### src/rtl/priv_sr_unit.sv
module priv_sr_unit #(
  parameter int SRW = 16,
  parameter int AW = 32,
  parameter int CW = 8,
  parameter int EAW = 4,
  parameter logic [15:0] SR_RESET = 16'h2700
) (
  input  logic           clk,
  input  logic           rst_n,
  input  logic           start,
  input  logic [2:0]     op_class,
  input  logic [15:0]    opcode,
  input  logic [SRW-1:0] operand,
  input  logic           supervisor,
  input  logic [AW-1:0]  areg_in,
  input  logic [EAW-1:0] ea_cost,
  output logic [SRW-1:0] sr,
  output logic [AW-1:0]  usp,
  output logic           done,
  output logic [CW-1:0]  cycles,
  output logic           priv_fault,
  output logic [2:0]     pc_adv,
  output logic           wb_valid,
  output logic           wb_to_areg,
  output logic [2:0]     wb_reg,
  output logic [AW-1:0]  wb_data
);
  localparam logic [2:0] C_SRW = 3'd0, C_SRR = 3'd1, C_CCR = 3'd2, C_USP = 3'd3,
                         C_AND = 3'd4, C_OR  = 3'd5, C_XOR = 3'd6;
  localparam int HB = SRW / 2;

  wire [2:0]    ea_mode = opcode[5:3];
  wire          to_an   = opcode[3];
  wire [CW-1:0] ea_c    = CW'(ea_cost);
  wire          needs_s = (op_class == C_SRW) || (op_class == C_USP) ||
                          (op_class == C_AND) || (op_class == C_OR) || (op_class == C_XOR);
  wire          fault   = needs_s && !supervisor;

  logic [2:0] op_q;

  always_ff @(posedge clk) begin
    if (!rst_n) begin
      sr <= SRW'(SR_RESET);
      usp <= '0;
      done <= 1'b0;
      cycles <= '0;
      priv_fault <= 1'b0;
      pc_adv <= '0;
      wb_valid <= 1'b0;
      wb_to_areg <= 1'b0;
      wb_reg <= '0;
      wb_data <= '0;
      op_q <= '0;
    end else begin
      done <= start;
      priv_fault <= 1'b0;
      wb_valid <= 1'b0;
      pc_adv <= '0;
      if (start) begin
        op_q <= op_class;
        cycles <= '0;
        wb_to_areg <= 1'b0;
        wb_reg <= opcode[2:0];
        if (fault) begin
          priv_fault <= 1'b1;
        end else begin
          case (op_class)
            C_SRW: begin
              sr <= operand;
              cycles <= CW'(12) + ea_c;
            end
            C_SRR: begin
              wb_valid <= 1'b1;
              wb_data <= AW'(sr);
              cycles <= (ea_mode == 3'd0) ? CW'(6) : CW'(8) + ea_c;
            end
            C_CCR: begin
              sr <= {sr[SRW-1:HB], operand[HB-1:0]};
              cycles <= CW'(12) + ea_c;
            end
            C_USP: begin
              cycles <= CW'(4);
              if (to_an) begin
                wb_valid <= 1'b1;
                wb_to_areg <= 1'b1;
                wb_data <= usp;
              end else begin
                usp <= areg_in;
              end
            end
            C_AND, C_OR, C_XOR: begin
              cycles <= CW'(20);
              pc_adv <= 3'd2;
              sr <= (op_class == C_AND) ? (sr & operand) :
                    (op_class == C_OR)  ? (sr | operand) : (sr ^ operand);
            end
            default: ;
          endcase
        end
      end
    end
  end

  p_done_follows_start_r2: assert property (@(posedge clk) disable iff (!rst_n)
    start |=> done);
  p_done_needs_start_r2: assert property (@(posedge clk) disable iff (!rst_n)
    done |-> $past(start));
  p_fault_freezes_state_r8: assert property (@(posedge clk) disable iff (!rst_n)
    priv_fault |-> (done && !wb_valid && cycles == '0 && $stable(sr) && $stable(usp)));
  p_ccr_keeps_high_r5: assert property (@(posedge clk) disable iff (!rst_n)
    (done && op_q == C_CCR) |-> sr[SRW-1:HB] == $past(sr[SRW-1:HB]));
  p_usp_cost_r6: assert property (@(posedge clk) disable iff (!rst_n)
    (done && op_q == C_USP && !priv_fault) |-> cycles == CW'(4));
  p_logic_step_r7: assert property (@(posedge clk) disable iff (!rst_n)
    (pc_adv != 3'd0) |-> (done && cycles == CW'(20) && pc_adv == 3'd2));
  p_reserved_quiet_r9: assert property (@(posedge clk) disable iff (!rst_n)
    (done && op_q == 3'd7) |-> (cycles == '0 && !wb_valid && !priv_fault && $stable(sr) && $stable(usp)));
endmodule

### config.mk
export PLATFORM = sky130hd
export DESIGN_NAME = priv_sr_unit
export DESIGN_NICKNAME = d
export VERILOG_FILES = /design/src/rtl/priv_sr_unit.sv
export SDC_FILE = /design/constraint.sdc
export NUM_CORES = 1
export LEC_CHECK = 0
export BUFFER_PORTS_ARGS = -buffer_cell sky130_fd_sc_hd__buf_2
export CORE_MARGIN = 3
export CORE_UTILIZATION = 35
export CTS_BUF_LIST = sky130_fd_sc_hd__clkbuf_8 sky130_fd_sc_hd__clkbuf_16
export DETAILED_ROUTE_END_ITERATION = 10
export GPL_ROUTABILITY_DRIVEN = 0
export GPL_TIMING_DRIVEN = 0
export PLACE_DENSITY = 0.57
export SYNTH_ARGS = -nofsm -noshare
export SYNTH_HDL_FRONTEND = slang
export SYNTH_SLANG_ARGS = --single-unit
### constraint.sdc
create_clock -name clk -period 2 [get_ports clk]
set_input_delay 0.4 -clock clk [delete_from_list [all_inputs] [get_ports clk]]
set_output_delay 0.4 -clock clk [all_outputs]
set_load 0.05 [all_outputs]
==> reports/metrics.yaml <==
setup_path:
  crit_path_end_kind: "flip-flop"
  r2r_start: "sr[4]$_SDFFE_PN0P_"
  crit_top_cell: "clkbuf_1"
  arrival_ns: 1.94
  max_stage_delay_ns: 0.51
  r2r-end: "sr[4]$_SDFFE_PN0P_"
  r2r_slack_ns: 0.39
  crit_path_start_kind: "primary input"
  worstPathRequired_ns: 2.29
  cp_cell_sequence: "clkbuf_1 -> clkbuf_1 -> clkbuf_1 -> o211a_1"
  cpLargestDelayFamily: "buffers and inverters"
  crit_path_max_fanout: 10
  crit_slowest_cell: "clkbuf_1"
  cp_num_cells: 4
  path_buf_inv: 3
  critPathKind: "in -> reg"
  rr_worst_depth: 6
power_and_ir_drop:
  power.density_nw_per_um2: 711.6
  power_mw: 4.480
  ir_drop_uv: 342.2
  p_leak_nw: 3.136
run_status:
  outcome: "finished, final reports clean"
synthesis:
  syn_area_per_cell_um2: 8.643
  synth_top_area_share_pct: 37.40
  yosys_most_used_dff: "dfxtp_1"
  synth.area.top_cells: "dfxtp_1 (37%), ha_1 (8.3%), nand2_1 (7.5%), o211a_1 (5.6%), o211ai_1 (4.8%)"
  synth-seq-cells: 93
  synth-async-reset-ratio_pct: 0
  synth_cell_types: 48
  ys_seq_area_share_pct: 37.40
  syn-instance-count: 576
  yosysWarnings: 0
  netlist_area_um2: 4979
  yosysMostFrequentCell: "nand2_1"
  synth_largest_area_cell: "dfxtp_1"
  synth_edf_count: 0
  synth_common_cells: "nand2_1 (100), dfxtp_1 (93), inv_1 (36), ha_1 (33), o211ai_1 (32)"
timing:
  period_minus_slack_ns: 1.652
  rsz0062_at_grt: "false"
  setup_viol: 0
  whs_ns: 0.2835
  worst_pin_slew_ns: 0.6787
  finClkSkew_ns: 0.003237
  max_freq_mhz: 605.2
  fin_crit_sh_pct: 82.61
  finalMaxSlewViolations: 0
  slew_headroom_pct: 54.55
  timing.final.hold_violations: 0
detailed_routing:
  first_pass_iters: 4
  drc: 0
  first_iter_violations: 209
  postRouteAntennaNets: 0
  vias: 4746
  viasPerCell: 5.125
  wl_per_cell_um: 16.77
  wirelength_um: 15530
grt:
  grt_pass1_vias: 4695
  grt_use_total_pct: 19.29
  grt_pass1_wl_um: 24400
  grt_max_degree: 16
  grt_overflow: 0
  antenna_found_initial: 0
cts:
  cts_buffers: 9
  path_clk_slew_ns: 0.07
  cts_setup_buffers: 0
  cts_tree: "built"
  cts_hold_buf: 0
  cts_root_buf: "clkbuf_16"
  htree_levels: 3
  clk_path_buf_depth: 2
  insertion_delay_ns: 0.35
  clkSinkCount: 93
  cts_resized: 0
cells_and_area:
  fin_util_pct: 46.44
  reg_top3: "usp x32, wb_data x32, sr x16"
  drive_gt1_share_pct: 31.33
  nets: 853
  finalInstanceArea_um2: 6296
  synthToLayoutAreaGrowth_pct: 26.46
  fin_cells: 926
  diodes: 0
die:
  dieArea_um2: 15690
  fp.dieH_um: 125.3
  design.core.area_um2: 13560
  fp-row-count: 42
  boundaryPins: 173
  initial_utilization_pct: 36.72
  fp.dieW_um: 125.3
run:
  maxCapViolCount: 0
hold_path:
  hold_start: "areg_in[16]"
  min_to: "usp[16]$_SDFFE_PN0P_"
  hold_path_class: "in -> reg"
  worstHoldPathCells: 3
place:
  dp.cells: 910
  dpl-instance-area_um2: 5984
  io_buffers: 154
  dpl.hpwl_um: 12020
==> power breakdown <==
| group | total, mW | leakage (nW) | internal [mW] | switching [mW] |
|---|---|---|---|---|
| combinational | 0.762 | 2.23 | 0.258 | 0.505 |
| clock | 1.78 | 0.148 | 1.04 | 0.740 |
| sequential | 1.94 | 0.755 | 1.90 | 0.0392 |
| total | 4.48 | 3.14 | 3.20 | 1.28 |
==> worst max-delay path by stage <==
stage / start / slack (ns) / endpoint
CTS: rst_n / 0.30 / sr[2]$_SDFFE_PN0P_
finish: rst_n / 0.35 / sr[2]$_SDFFE_PN0P_
global route: rst_n / 0.17 / sr[6]$_SDFFE_PN0P_
global placement: rst_n / -0.06 / sr[5]$_SDFFE_PN0P_
floorplan: sr[6]$_SDFFE_PN0P_ / 0.19 / sr[6]$_SDFFE_PN0P_
detailed placement: rst_n / -0.05 / sr[11]$_SDFFE_PN0P_
==> placed cells by master (no fill, tap or decap), types with 3 or more instances in the layout <==
cell type,n
o2111ai_1,8
mux2i_1,3
inv_1,36
a21boi_1,30
mux2_2,16
o211a_1,28
nand2_2,10
buf_2,172
nor2b_1,9
nand2_1,100
o21ai_0,22
buf_4,11
ha_1,33
and4_1,4
buf_6,3
dfxtp_1,93
o211ai_1,32
clkbuf_16,9
a21boi_0,18
nor2_1,5
nand2b_1,5
conb_1,5
nor3_1,4
a21oi_1,7
nand3_1,26
nand4_1,4
clkbuf_1,22
==> metrics by stage <==
step	setup TNS (ns)	setup WS, ns
2_1_floorplan	0	0.1897
3_3_place_gp	-0.5436	-0.05945
3_5_place_dp	-0.4476	-0.05054
4_1_cts	0	0.3013
5_1_grt	0	0.1676
6_report	0	0.3478
==> cell families (layout without fill, tap and decap cells) <==
group | after synthesis | after routing | synth area share [%]
simple gates | 178 | 178 | 16.99
compound gates | 159 | 159 | 24.18
flops | 93 | 93 | 37.40
buf+inv | 92 | 262 | 8.670
fa+ha+maj | 33 | 33 | 8.294
mux | 19 | 19 | 4.222
other cells | 1 | 5 | 0.07532
xor+xnor | 1 | 1 | 0.1760
==> tightest hold or removal path, stage by stage <==
cell      delay [ns]
buf_2           0.09
nand2_1         0.04
a21boi_1        0.05
==> per-layer routing <==
layer  vias to the layer above  track usage, %  wire (um)
li1                       2338               -          -
met1                      2243           25.05       6982
met2                       146           31.10       7262
met3                        19           4.776       1006
met4                         0           7.270        277
met5                         -               0          0
==> area by class of cell <==
type / instances / area (um^2)
plain buffers: 55 / 292.8
fillers: 1382 / 7262
well taps: 176 / 220.2
flip-flops and latches: 93 / 1862
repair buffers: 154 / 770.7
inverters: 37 / 138.9
multi-input cells: 395 / 2700
clock inverters: 5 / 58.81
clock buffers: 11 / 252.7
Power figures use the tool's default switching activity.
